===== config.mk =====
export PLATFORM = sky130hd
export DESIGN_NAME = i2s_mono_split
export DESIGN_NICKNAME = d
export VERILOG_FILES = /design/src/rtl/split_pkg.sv /design/src/rtl/split_delay.sv /design/src/rtl/split_lane.sv /design/src/rtl/split_frame.sv /design/src/rtl/i2s_mono_split.sv
export SDC_FILE = /design/constraint.sdc
export NUM_CORES = 1
export LEC_CHECK = 0
export ABC_AREA = 0
export BUFFER_PORTS_ARGS = -buffer_cell sky130_fd_sc_hd__buf_2
export CELL_PAD_IN_SITES_DETAIL_PLACEMENT = 2
export CELL_PAD_IN_SITES_GLOBAL_PLACEMENT = 2
export CORE_AREA = 2 2 130 82
export DETAILED_ROUTE_END_ITERATION = 7
export DIE_AREA = 0 0 132 84
export GPL_TIMING_DRIVEN = 0
export PLACE_DENSITY_LB_ADDON = 0.1
export SLEW_MARGIN = 20
export SYNTH_ARGS = -nofsm -noshare
export SYNTH_HDL_FRONTEND = slang
export SYNTH_HIERARCHICAL = 1
export SYNTH_SLANG_ARGS = --single-unit

===== constraint.sdc =====
create_clock -name clk_i -period 2.1 [get_ports clk_i]
set_input_delay 0.315 -clock clk_i [delete_from_list [all_inputs] [get_ports clk_i]]
set_output_delay 0.315 -clock clk_i [all_outputs]
set_load 0.02 [all_outputs]

===== src/rtl/split_pkg.sv =====
package split_pkg;

    // Tap indices along the bit-clock delay line (multiples of one slot)
    localparam int TAP_NEAR = 0;   // one slot back
    localparam int TAP_MID  = 1;   // two slots back
    localparam int TAP_FAR  = 2;   // three slots back
    localparam int NUM_TAPS = 3;

    // Number of mono lanes produced
    localparam int NUM_LANES = 2;

    // Tap used by a lane in the output left slot
    function automatic int lane_left_tap(input int lane);
        return (lane == 0) ? TAP_MID : TAP_NEAR;
    endfunction

    // Tap used by a lane in the output right slot
    function automatic int lane_right_tap(input int lane);
        return (lane == 0) ? TAP_FAR : TAP_MID;
    endfunction

endpackage


===== src/rtl/split_delay.sv =====
module split_delay
    import split_pkg::*;
#(
    parameter int SLOT_BITS = 32
) (
    input  logic                clk_i,
    input  logic                rst_ni,
    input  logic                sd_i,
    input  logic                ws_i,
    output logic [NUM_TAPS-1:0] taps_o,
    output logic                ws_al_o,
    output logic                slot_o,
    output logic                valid_o
);

    localparam int DATA_LEN = NUM_TAPS * SLOT_BITS + 1;
    localparam int WS_LEN   = 2 * SLOT_BITS + 2;
    localparam int FILL     = DATA_LEN;
    localparam int CNT_W    = $clog2(FILL + 1);

    typedef struct packed {
        logic [DATA_LEN-1:0] sd;
        logic [WS_LEN-1:0]   ws;
        logic [CNT_W-1:0]    cnt;
        logic                valid;
    } dly_t;

    dly_t st_d, st_q;

    always_comb begin
        st_d       = st_q;
        st_d.sd    = {st_q.sd[DATA_LEN-2:0], sd_i};
        st_d.ws    = {st_q.ws[WS_LEN-2:0], ws_i};
        if (st_q.cnt != CNT_W'(FILL)) begin
            st_d.cnt = st_q.cnt + CNT_W'(1);
        end
        st_d.valid = (st_d.cnt == CNT_W'(FILL));
    end

    always_ff @(posedge clk_i or negedge rst_ni) begin
        if (!rst_ni) begin
            st_q <= '0;
        end else begin
            st_q <= st_d;
        end
    end

    for (genvar k = 0; k < NUM_TAPS; k++) begin : g_tap
        assign taps_o[k] = st_q.sd[(k + 1) * SLOT_BITS];
    end

    assign ws_al_o = st_q.ws[2 * SLOT_BITS];
    assign slot_o  = st_q.ws[2 * SLOT_BITS + 1];
    assign valid_o = st_q.valid;

    AST_FILL_CAP: assert property (@(posedge clk_i) disable iff (!rst_ni)
        st_q.cnt <= CNT_W'(FILL));

    AST_VALID_STICKY: assert property (@(posedge clk_i) disable iff (!rst_ni)
        st_q.valid |=> st_q.valid);

endmodule


===== src/rtl/split_lane.sv =====
module split_lane
    import split_pkg::*;
#(
    parameter int LEFT_TAP  = TAP_MID,
    parameter int RIGHT_TAP = TAP_FAR
) (
    input  logic                clk_i,
    input  logic                rst_ni,
    input  logic [NUM_TAPS-1:0] taps_i,
    input  logic                slot_i,
    input  logic                valid_i,
    input  logic                inv_i,
    output logic                sd_o
);

    typedef struct packed {
        logic sd;
    } lane_t;

    lane_t ln_d, ln_q;

    always_comb begin
        ln_d.sd = 1'b0;
        if (valid_i) begin
            if (slot_i) begin
                ln_d.sd = taps_i[RIGHT_TAP] ^ inv_i;
            end else begin
                ln_d.sd = taps_i[LEFT_TAP];
            end
        end
    end

    always_ff @(negedge clk_i or negedge rst_ni) begin
        if (!rst_ni) begin
            ln_q <= '0;
        end else begin
            ln_q <= ln_d;
        end
    end

    assign sd_o = ln_q.sd;

    AST_LANE_QUIET: assert property (@(posedge clk_i) disable iff (!rst_ni)
        !valid_i |-> !sd_o);

endmodule


===== src/rtl/split_frame.sv =====
module split_frame (
    input  logic clk_i,
    input  logic rst_ni,
    input  logic ws_al_i,
    input  logic valid_i,
    output logic ws_o,
    output logic valid_o
);

    typedef struct packed {
        logic ws;
        logic valid;
    } frm_t;

    frm_t fr_d, fr_q;

    always_comb begin
        fr_d.valid = valid_i;
        fr_d.ws    = valid_i & ws_al_i;
    end

    always_ff @(negedge clk_i or negedge rst_ni) begin
        if (!rst_ni) begin
            fr_q <= '0;
        end else begin
            fr_q <= fr_d;
        end
    end

    assign ws_o    = fr_q.ws;
    assign valid_o = fr_q.valid;

    AST_WS_QUIET: assert property (@(posedge clk_i) disable iff (!rst_ni)
        !valid_o |-> !ws_o);

endmodule


===== src/rtl/i2s_mono_split.sv =====
module i2s_mono_split
    import split_pkg::*;
#(
    parameter int SLOT_BITS = 32
) (
    input  logic clk_i,
    input  logic rst_ni,
    input  logic ws_i,
    input  logic sd_i,
    input  logic inv_en_i,
    output logic ws_o,
    output logic sd_ll_o,
    output logic sd_rr_o,
    output logic valid_o
);

    logic [NUM_TAPS-1:0]  taps;
    logic                 ws_al;
    logic                 slot;
    logic                 core_valid;
    logic [NUM_LANES-1:0] lane_sd;

    split_delay #(.SLOT_BITS(SLOT_BITS)) u_delay (
        .clk_i   (clk_i),
        .rst_ni  (rst_ni),
        .sd_i    (sd_i),
        .ws_i    (ws_i),
        .taps_o  (taps),
        .ws_al_o (ws_al),
        .slot_o  (slot),
        .valid_o (core_valid)
    );

    for (genvar g = 0; g < NUM_LANES; g++) begin : g_lane
        split_lane #(
            .LEFT_TAP  (lane_left_tap(g)),
            .RIGHT_TAP (lane_right_tap(g))
        ) u_lane (
            .clk_i   (clk_i),
            .rst_ni  (rst_ni),
            .taps_i  (taps),
            .slot_i  (slot),
            .valid_i (core_valid),
            .inv_i   (inv_en_i),
            .sd_o    (lane_sd[g])
        );
    end

    split_frame u_frame (
        .clk_i   (clk_i),
        .rst_ni  (rst_ni),
        .ws_al_i (ws_al),
        .valid_i (core_valid),
        .ws_o    (ws_o),
        .valid_o (valid_o)
    );

    assign sd_ll_o = lane_sd[0];
    assign sd_rr_o = lane_sd[1];

    // Selector slot trails the shared output word select by one bit
    AST_SLOT_TRACKS_WS: assert property (@(posedge clk_i) disable iff (!rst_ni)
        (valid_o && $past(valid_o)) |-> (slot == $past(ws_o)));

    AST_OUT_SILENT: assert property (@(posedge clk_i) disable iff (!rst_ni)
        !valid_o |-> (!sd_ll_o && !sd_rr_o));

endmodule


==> results_dict.tcl <==
set metrics [dict create \
    slowest_delay_ps 420 \
    cts_sinks 175 \
    htree_num_levels 4 \
    synth-main-ff-cell "dfrtp_1" \
    fp-row-count 29 \
    syn_inst 210 \
    area_growth_syn_to_layout_pct 18.6 \
    grt_setup_unrepaired "true" \
    ys_ff_latch 175 \
    dieHeight_um 84 \
    ys_warn_count 6 \
    utilization_pct 54.6 \
    cp_max_fo 1 \
    cts.reportedPaths.clkPinSlew_ps 60 \
    cts_tree "built" \
    core_mm2 0.0101 \
    synth.distinct_cells 21 \
    synth_nets 217 \
    slew_headroom_pct 64.4 \
    ys_seq_area_share_pct 94.7 \
    met3_usage_pct 5.77 \
    drc_errors 0 \
    drive_gt1_share_pct 15.9 \
    grt_max_degree 118 \
    synthArstFlopShare_pct 100 \
    critical_path_class "flip-flop to primary output" \
    met1_usage_pct 18.2 \
    cp-start-kind "flip-flop" \
    hold_end "u_delay/st_d[70]" \
    grt_first_pass_wirelength_um 11200 \
    powerDensity_mw_per_mm2 1160 \
    status "complete, but fails checks" \
    syn_area_mm2 0.00462 \
    overflow 0 \
    grtUsageTotal_pct 14.4 \
    crit_buf_inv 1 \
    antenna_left 0 \
    port_buffers 8 \
    cp_slowest_cell "dfrtn_1" \
    clock_latency_ps 410 \
    worstHoldStart "u_delay/st_d[69]" \
    cp_top_family "flip-flops" \
    slew_violations 0 \
    tightest_slew_ps 535 \
    first_pass_iters 4 \
    worstPathArrival_ps 1980 \
    required_ps 1780 \
    rr_startpoint "u_delay/taps_o[1]" \
    skew_ps 23.8 \
    setup_viol 4 \
    fin_cells 391 \
    synth_edf_count 0 \
    r2r_slack_ps 110 \
    post-dp-hpwl_um 3170 \
    wl_per_cell_um 16.1 \
    fp.dieArea_mm2 0.0111 \
    ys_top_cells_by_count "171 x dfrtp_1, 7 x xnor2_1, 4 x dfrtn_1" \
    antenna_found_initial 0 \
    die_w_um 132 \
    r2r_cells 3 \
    viasPerCell 4.30 \
    crit_path_end_kind "primary output" \
    insertedDiodeCount 0 \
    final_nets 249 \
    maxCapViolCount 0 \
    io_pins 9 \
    hp-class "flip-flop to flip-flop" \
    hold_path_depth 0 \
    violations "setup timing" \
    leakage_nw 2.66 \
    drtIter0Drc 84 \
    grt_most_used_layer "met2" \
    initial_utilization_pct 46.0 \
    hold_viol 0 \
    use_met2_pct 21.6 \
    synth_top_area_share_pct 92.6 \
    vdd_drop_max_uv 587 \
    via_count 1680 \
    syn_area_per_cell_um2 22.0 \
    r2r-end "g_lane[0].u_lane/sd_o" \
    cts_buffers 17 \
    place.gp.congestion 0.646 \
    cts_root_buf "clkbuf_16" \
    dp.cells 358 \
    crit_path_cell_trace "buf_6" \
    synth_area_leader_cell "dfrtp_1" \
    wirelength_um 6280 \
    grt_pass1_vias 2023 \
    yosysMostFrequentCell "dfrtp_1" \
    synthTopCellsByArea "dfrtp_1 93%, dfrtn_1 2.2%, xnor2_1 1.3%" \
    clock_path_buffers 2 \
    worst_slack_ps -193 \
    cts_setup_buffers 0 \
    setup_tns_ps -727 \
]
-- what timing repair did --
action	4_1_cts	5_1_grt
hold buffers	4	0
endpoints found under the hold margin	60	0
resized for setup	8	2
setup endpoints to repair	4	6
-- flip-flops by register name, summed over array words and instances (netlist names) --
register	count
u_delay/st_d	158
u_delay/st_q	7
u_delay/taps_o	3
g_lane.u_lane/sd_o	2
u_delay/slot_o	1
u_delay/valid_o	1
u_delay/ws_al_o	1
u_frame/valid_o	1
u_frame/ws_o	1
-- cell type report --
class                   count  area, um2
clock buffers              21        450
flip-flops and latches    175       4380
multi-input cells          30        221
fillers                   826       4570
plain buffers               3       22.5
inverters                   2       7.51
repair buffers             13        160
clock inverters             8       68.8
well taps                 139        174
-- cells in the final DEF, fill, tap and decap left out, drive strengths merged, types with 2 or more instances in the layout --
cell | Yosys | final
a21oi | 2 | 2
buf | 3 | 13
clkbuf | 0 | 21
clkinv | 0 | 7
dfrtn | 4 | 4
dfrtp | 171 | 171
dlygate4sd3 | 0 | 3
ha | 2 | 2
inv | 2 | 2
nand3 | 3 | 3
nor2 | 3 | 3
o21ai | 2 | 2
xnor2 | 7 | 7
-- worst max path at each step --
stage / start / endpoint / slack (ps) / depth (start not counted)
floorplan: u_delay/taps_o[1] / g_lane[0].u_lane/sd_o / 220 / 3
global route: g_lane[1].u_lane/sd_o / sd_rr_o / -230 / 1
CTS: g_lane[0].u_lane/sd_o / sd_ll_o / -220 / 1
detailed placement: rst_ni / g_lane[1].u_lane/sd_o / -30 / 2
finish: g_lane[0].u_lane/sd_o / sd_ll_o / -190 / 1
global placement: rst_ni / g_lane[0].u_lane/sd_o / -2360 / 1
-- layer usage --
metal,share of wire [%],up-vias
met5,0,-
met4,1.8,0
met3,4.0,9
met2,49,27
met1,45,924
li1,-,720
-- cell families after synthesis --
| family | share of synthesized area (%) |
|---|---|
| adders and majority gates | 0.541 |
| and+or+nand+nor | 1.60 |
| AOI/OAI and AO/OA | 0.758 |
| DFF | 94.7 |
| xor gates and xnor gates | 1.52 |
| muxes | 0.217 |
| buffers and inverters | 0.650 |
-- per-stage QoR --
| step | hold slack, ps | area [um2] | setup WS, ps | total power [mW] |
|---|---|---|---|---|
| floorplan | 19.4 | 4620 | 222 | 3.55 |
| global placement | 332 | 4840 | -2360 | 3.62 |
| detailed placement | 266 | 4870 | -28.9 | 3.64 |
| CTS | 347 | 5480 | -222 | 6.46 |
| global route | 350 | 5480 | -234 | 6.62 |
| finish | 344 | 5480 | -193 | 6.36 |
-- power by group --
part / switching, mW / total, mW / internal (mW)
Sequential: 0.0303 / 3.50 / 3.47
Combinational: 0.0644 / 0.0862 / 0.0218
Clock: 1.14 / 2.77 / 1.63
Total: 1.24 / 6.36 / 5.12
Note: power is estimated with default switching activity, not from simulation.
